### config.mk
export PLATFORM = sky130hd
export DESIGN_NAME = atm_vc_lookup
export DESIGN_NICKNAME = d
export VERILOG_FILES = /design/src/rtl/atm_lkp_pkg.sv /design/src/rtl/lkp_bit_gather.sv /design/src/rtl/lkp_discard_ctr.sv /design/src/rtl/atm_vc_lookup.sv
export SDC_FILE = /design/constraint.sdc
export NUM_CORES = 1
export LEC_CHECK = 0
export BUFFER_PORTS_ARGS = -buffer_cell sky130_fd_sc_hd__buf_2
export CAP_MARGIN = 10
export CORE_UTILIZATION = 30
export CTS_CLUSTER_DIAMETER = 150
export CTS_CLUSTER_SIZE = 25
export DETAILED_ROUTE_END_ITERATION = 16
export PLACE_DENSITY = 0.49
export SLEW_MARGIN = 20
export SYNTH_ARGS = -nofsm -noshare
export SYNTH_HDL_FRONTEND = slang
export SYNTH_SLANG_ARGS = --single-unit
### constraint.sdc
create_clock -name clk -period 10.04 [get_ports clk]
set_input_delay 1.506 -clock clk [delete_from_list [all_inputs] [get_ports clk]]
set_output_delay 1.506 -clock clk [all_outputs]
set_load 0.05 [all_outputs]
### src/rtl/atm_lkp_pkg.sv
package atm_lkp_pkg;

    typedef enum logic [1:0] {
        ST_IDLE    = 2'd0,
        ST_VP_READ = 2'd1,
        ST_VC_READ = 2'd2,
        ST_DONE    = 2'd3
    } lkp_state_t;

    // Table word layout
    localparam int ENTRY_W     = 32;
    localparam int ENT_VALID   = 31;
    localparam int ENT_OFF_LO  = 0;
    localparam int ENT_OFF_W   = 16;
    localparam int ENT_MASK_LO = 16;
    localparam int ENT_MASK_W  = 10;
    localparam int WORD_SHIFT  = 2;

endpackage

### src/rtl/lkp_bit_gather.sv
// Packs the src bits selected by mask into the low bits of dense_o,
// lowest selected position first.
module lkp_bit_gather #(
    parameter int W = 10
) (
    input  logic [W-1:0] src,
    input  logic [W-1:0] mask,
    output logic [W-1:0] dense_o
);
    localparam int CW = $clog2(W + 1);

    logic [CW-1:0] rank [W];

    // rank[i] = number of mask ones below position i
    always_comb begin
        rank[0] = '0;
        for (int i = 1; i < W; i++) begin
            rank[i] = rank[i-1] + CW'(mask[i-1]);
        end
    end

    for (genvar j = 0; j < W; j++) begin : g_slot
        logic hit;
        always_comb begin
            hit = 1'b0;
            for (int i = 0; i < W; i++) begin
                if (mask[i] && (rank[i] == CW'(j))) begin
                    hit = hit | src[i];
                end
            end
        end
        assign dense_o[j] = hit;
    end

endmodule

### src/rtl/lkp_discard_ctr.sv
module lkp_discard_ctr #(
    parameter int CNT_W = 16
) (
    input  logic             clk,
    input  logic             rst_n,
    input  logic             clr,
    input  logic             inc,
    output logic [CNT_W-1:0] count
);
    localparam logic [CNT_W-1:0] CNT_MAX = {CNT_W{1'b1}};

    always_ff @(posedge clk) begin
        if (!rst_n) begin
            count <= '0;
        end else if (clr) begin
            count <= '0;
        end else if (inc && (count != CNT_MAX)) begin
            count <= count + 1'b1;
        end
    end

endmodule

### src/rtl/atm_vc_lookup.sv
module atm_vc_lookup
    import atm_lkp_pkg::*;
#(
    parameter  int PHY_W  = 2,
    parameter  int VPI_W  = 8,
    parameter  int VCI_W  = 16,
    parameter  int ADDR_W = 32,
    parameter  int CNT_W  = 16,
    localparam int KEY_W  = PHY_W + VPI_W
) (
    input  logic              clk,
    input  logic              rst_n,
    input  logic [ADDR_W-1:0] cfg_vp_base,
    input  logic [KEY_W-1:0]  cfg_vp_mask,
    input  logic [ADDR_W-1:0] cfg_vc_base,
    input  logic              cfg_check_unalloc,
    input  logic              in_valid,
    output logic              in_ready,
    input  logic [PHY_W-1:0]  in_phy,
    input  logic [VPI_W-1:0]  in_vpi,
    input  logic [VCI_W-1:0]  in_vci,
    output logic              mem_rd_en,
    output logic [ADDR_W-1:0] mem_rd_addr,
    input  logic [31:0]       mem_rd_data,
    output logic              out_valid,
    output logic              out_miss,
    output logic [ADDR_W-1:0] out_addr,
    output logic [31:0]       out_data,
    input  logic              discard_clr,
    output logic [CNT_W-1:0]  discard_cnt
);

    lkp_state_t state, state_nx;

    logic                  rd_wait;
    logic [KEY_W-1:0]      key_q;
    logic [VCI_W-1:0]      vci_q;
    logic [ENT_OFF_W-1:0]  vc_off_q;
    logic [ENT_MASK_W-1:0] vc_mask_q;
    logic                  res_miss_q;
    logic [ADDR_W-1:0]     res_addr_q;
    logic [ENTRY_W-1:0]    res_data_q;

    logic [KEY_W-1:0]      vp_ptr;
    logic [ENT_MASK_W-1:0] vc_ptr;
    logic [ADDR_W-1:0]     vp_addr;
    logic [ADDR_W-1:0]     vc_addr;
    logic [ENT_MASK_W-1:0] ent_mask;
    logic                  ent_valid;
    logic                  stray_bits;
    logic                  vp_reject;
    logic                  accept;
    logic                  vp_decide;
    logic                  vc_decide;

    // Bit-gather units: path key and channel identifier
    lkp_bit_gather #(.W(KEY_W)) u_vp_gather (
        .src     (key_q),
        .mask    (cfg_vp_mask),
        .dense_o (vp_ptr)
    );

    lkp_bit_gather #(.W(ENT_MASK_W)) u_vc_gather (
        .src     (vci_q[ENT_MASK_W-1:0]),
        .mask    (vc_mask_q),
        .dense_o (vc_ptr)
    );

    // Address and entry decode
    always_comb begin
        vp_addr    = cfg_vp_base + (ADDR_W'(vp_ptr) << WORD_SHIFT);
        vc_addr    = cfg_vc_base
                   + (ADDR_W'(vc_off_q) << WORD_SHIFT)
                   + (ADDR_W'(vc_ptr) << WORD_SHIFT);
        ent_mask   = mem_rd_data[ENT_MASK_LO +: ENT_MASK_W];
        ent_valid  = mem_rd_data[ENT_VALID];
        stray_bits = |(vci_q & ~VCI_W'(ent_mask));
        vp_reject  = !ent_valid || (cfg_check_unalloc && stray_bits);
        accept     = (state == ST_IDLE) && in_valid;
        vp_decide  = (state == ST_VP_READ) && rd_wait;
        vc_decide  = (state == ST_VC_READ) && rd_wait;
    end

    // State register
    always_ff @(posedge clk) begin
        if (!rst_n) begin
            state <= ST_IDLE;
        end else begin
            state <= state_nx;
        end
    end

    // Transitions
    always_comb begin
        state_nx = state;
        unique case (state)
            ST_IDLE:    if (in_valid) state_nx = ST_VP_READ;
            ST_VP_READ: if (rd_wait)  state_nx = vp_reject ? ST_DONE : ST_VC_READ;
            ST_VC_READ: if (rd_wait)  state_nx = ST_DONE;
            ST_DONE:                  state_nx = ST_IDLE;
            default:                  state_nx = ST_IDLE;
        endcase
    end

    // Outputs
    always_comb begin
        in_ready    = (state == ST_IDLE);
        mem_rd_en   = ((state == ST_VP_READ) || (state == ST_VC_READ)) && !rd_wait;
        mem_rd_addr = (state == ST_VC_READ) ? vc_addr : vp_addr;
        out_valid   = (state == ST_DONE);
        out_miss    = res_miss_q;
        out_addr    = res_addr_q;
        out_data    = res_data_q;
    end

    // Walk datapath
    always_ff @(posedge clk) begin
        if (!rst_n) begin
            rd_wait    <= 1'b0;
            key_q      <= '0;
            vci_q      <= '0;
            vc_off_q   <= '0;
            vc_mask_q  <= '0;
            res_miss_q <= 1'b0;
            res_addr_q <= '0;
            res_data_q <= '0;
        end else begin
            rd_wait <= (state_nx == state) ? (rd_wait | mem_rd_en) : 1'b0;
            if (accept) begin
                key_q <= {in_phy, in_vpi};
                vci_q <= in_vci;
            end
            if (vp_decide) begin
                vc_off_q   <= mem_rd_data[ENT_OFF_LO +: ENT_OFF_W];
                vc_mask_q  <= ent_mask;
                res_miss_q <= vp_reject;
                res_addr_q <= '0;
                res_data_q <= '0;
            end
            if (vc_decide) begin
                res_miss_q <= !ent_valid;
                res_addr_q <= vc_addr;
                res_data_q <= mem_rd_data;
            end
        end
    end

    lkp_discard_ctr #(.CNT_W(CNT_W)) u_discard (
        .clk   (clk),
        .rst_n (rst_n),
        .clr   (discard_clr),
        .inc   (out_valid && out_miss),
        .count (discard_cnt)
    );

endmodule

==> results_dict.tcl <==
set metrics [dict create \
    status "finished clean" \
    clk_pin_slew_ns 0.06 \
    gr-total-overflow 0 \
    worstPathMaxFanout 8 \
    route.detailed.drc 0 \
    setup_violations 0 \
    synth.top_cell.area_share 0.264 \
    yosys.area.top_type "dfxtp_1" \
    place_congestion 0.885 \
    leakagePower_nw 5.29 \
    core_area_mm2 0.0337 \
    endpoint_kind "primary output" \
    clock.fmax_mhz 103 \
    crit_path_start_kind "input port" \
    synth-main-ff-cell "dfxtp_1" \
    powerDensity_mw_per_mm2 142 \
    maxSlewHeadroom 0.308 \
    synth-edff-count 0 \
    fp.dieH_um 187 \
    fill_cells 3652 \
    criticalPathCategory "input port to primary output" \
    grt_pass1_wl_um 54700 \
    antenna_left 0 \
    max_slew.worst_pin.slew_ns 1.04 \
    rows 67 \
    timing.critical_path.buf_inv 3 \
    area_growth_pct 22.8 \
    timing.final.ws_setup_ns 0.355 \
    htree_levels 4 \
    vias 10200 \
    crit_end "mem_rd_addr[24]" \
    grtUsageMet1 0.256 \
    met3_usage 0.0313 \
    place_ws_ns 0.216 \
    cts_hold_buf 0 \
    required_ns 8.53 \
    slew_viol_final 0 \
    start_util 0.306 \
    ios 253 \
    wl_per_cell_um 17.6 \
    finalWirelength_um 34900 \
    ir_drop_mv 0.120 \
    ctsResizeCount 0 \
    fin_total_pwr_mw 1.80 \
    ys_ff_latch 136 \
    drv_cap 0 \
    grt_pass1_vias 9928 \
    cpPeakStageDelay_ns 0.65 \
    fin_crit_ns 9.69 \
    clockBufferDepth 2 \
    nNetsFinal 1747 \
    clock-sinks 136 \
    grt_max_degree 106 \
    yosys_warnings 0 \
    synth_area_leaders "dfxtp_1 (26%), ha_1 (8.5%), nand2_1 (7.6%)" \
    crit_family "adder cells" \
    layout_commonest_cell "buf_2" \
    synthCells 1292 \
    worstSetupPathDepth 25 \
    final_cell_mix "buf_2 (252), nand2_1 (207), dfxtp_1 (136)" \
    r2r.worst_path.cells 22 \
    insertion_delay_ns 0.44 \
    grt.busiest_layer "met2" \
    cp_common_cell "ha_1" \
    hp-class "flip-flop to flip-flop" \
    ys_types 78 \
    rr_startpoint "vc_mask_q[2]$_SDFFE_PN0P_" \
    cp-startpoint "cfg_vp_mask[0]" \
    seq_area_mm2 0.00272 \
    worstPathArrival_ns 8.18 \
    drt-initial-drc-count 569 \
    reg2reg_to "out_addr[24]$_SDFFE_PN0P_" \
    ff2ff_setup_slack_ns 2.72 \
    vias_per_cell 5.12 \
    skew_ns 0.00959 \
    cts_tree "built" \
    finalHoldViolCount 0 \
    dp_hpwl_um 27100 \
    synth_area_mm2 0.0103 \
    grt_use_total 0.199 \
    numPortBuffers 252 \
    syn_area_per_cell_um2 7.98 \
    cts_inserted_buffers 17 \
    syn_nets 1514 \
    first_pass_iters 5 \
    die_w_um 187 \
    antenna_found_initial 1 \
    ys_seq_area_frac 0.264 \
    fin_crit_sh 0.965 \
    grt_use_met2 0.330 \
    die-area_mm2 0.0351 \
    multi_input_area_mm2 0.00723 \
    slowest_stage "fa_1" \
    layout-drive-gt1-share 0.220 \
    async_flop_share 0 \
    postCtsSetupBuffers 0 \
    cts_root_buf "clkbuf_16" \
]
logic make-up (layout without fill, tap and decap cells):
group                      Yosys count  after routing  synth area share
and+or+nand+nor                    529            529             0.247
AOI/OAI and AO/OA                  322            322             0.219
DFF                                136            136             0.264
buffers and inverters              103            349            0.0387
xor gates and xnor gates            94             94            0.0950
adders and majority gates           85             85             0.114
muxes                               23             23            0.0232
other                                0              1                 0
per-layer routing:
metal  up-vias  wire length (um)
met5         -                 0
met4         0               962
met3        50              1160
met2       222             16300
met1      4813             16400
li1       5095                 -
synthesized netlist by cell type (4+ instances only):
master    instances
and2_1            6
o31ai_1          10
nor4_1            9
o22ai_1          15
mux2i_1          16
nor2b_1          59
nor3b_1          14
inv_1            51
a22oi_1          43
a21boi_0         52
nand2_1         208
xnor2_1          48
dfxtp_1         136
o32ai_1           6
clkbuf_1         43
a21oi_1          50
xor2_1           34
nor3_1           20
o21ai_1           6
nand3_1          40
a31oi_1          13
a211oi_1          6
o21a_1            4
mux2_2            7
and4_1            5
a21o_1           13
a311oi_1          6
a221o_1           4
and3_1           17
nand3b_1          6
or3_1             6
nand4_1          18
o21ai_0          47
fa_1             15
o221ai_1         10
ha_1             70
nand2b_1         18
a221oi_1          7
buf_1             6
nor2_1           91
report_power, final:
part	internal (mW)	switching, mW	total [mW]
combinational	0.203	0.380	0.583
sequential	0.554	0.0149	0.569
clock	0.370	0.275	0.646
area by class of cell:
| type | count | share of cell area |
|---|---|---|
| multi-input combinational | 1053 | 0.571 |
| clock buffer | 17 | 0.0336 |
| tap | 448 | 0.0443 |
| sequential | 136 | 0.215 |
| inverter | 51 | 0.0151 |
| antenna | 1 | 0.000198 |
| clock inverter | 15 | 0.0132 |
| timing repair buffer | 266 | 0.108 |
tightest hold or removal path, cell delays in order, from the launching register on:
cell     delay (ns)
dfxtp_1        0.32
nand2_1        0.04
o21ai_0        0.06
state kept, by name, summed over array words and instances, names as in the netlist:
signal	cells
out_addr	32
out_data	32
u_discard.count	16
vc_off_q	16
vci_q	16
key_q	10
vc_mask_q	10
state	2
out_miss	1
rd_wait	1
stage by stage:
stage                     setup TNS, ns  hold slack (ns)  cell area [um2]   util  instances
final                                 0            0.449            12700  0.376       1987
after global routing            -0.0915            0.471            12700  0.376       1987
after CTS                             0            0.453            12600  0.375       1986
after detailed placement              0            0.437            12000  0.357       1954
after global placement                0            0.433            12000  0.357       1954
after floorplan                       0            0.440            10300      -       1292
worst min path at each step:
stage                              startpoint                         to  slack, ns  cells past startpoint
floorplan              vci_q[15]$_SDFFE_PN0P_     vci_q[15]$_SDFFE_PN0P_       0.44                      2
global placement    out_addr[24]$_SDFFE_PN0P_  out_addr[24]$_SDFFE_PN0P_       0.43                      2
detailed placement  out_addr[19]$_SDFFE_PN0P_  out_addr[19]$_SDFFE_PN0P_       0.44                      2
CTS                 out_addr[19]$_SDFFE_PN0P_  out_addr[19]$_SDFFE_PN0P_       0.45                      2
global route        out_addr[26]$_SDFFE_PN0P_  out_addr[26]$_SDFFE_PN0P_       0.47                      2
finish              out_addr[29]$_SDFFE_PN0P_  out_addr[29]$_SDFFE_PN0P_       0.45                      2
(Power assumes the default switching activity.)
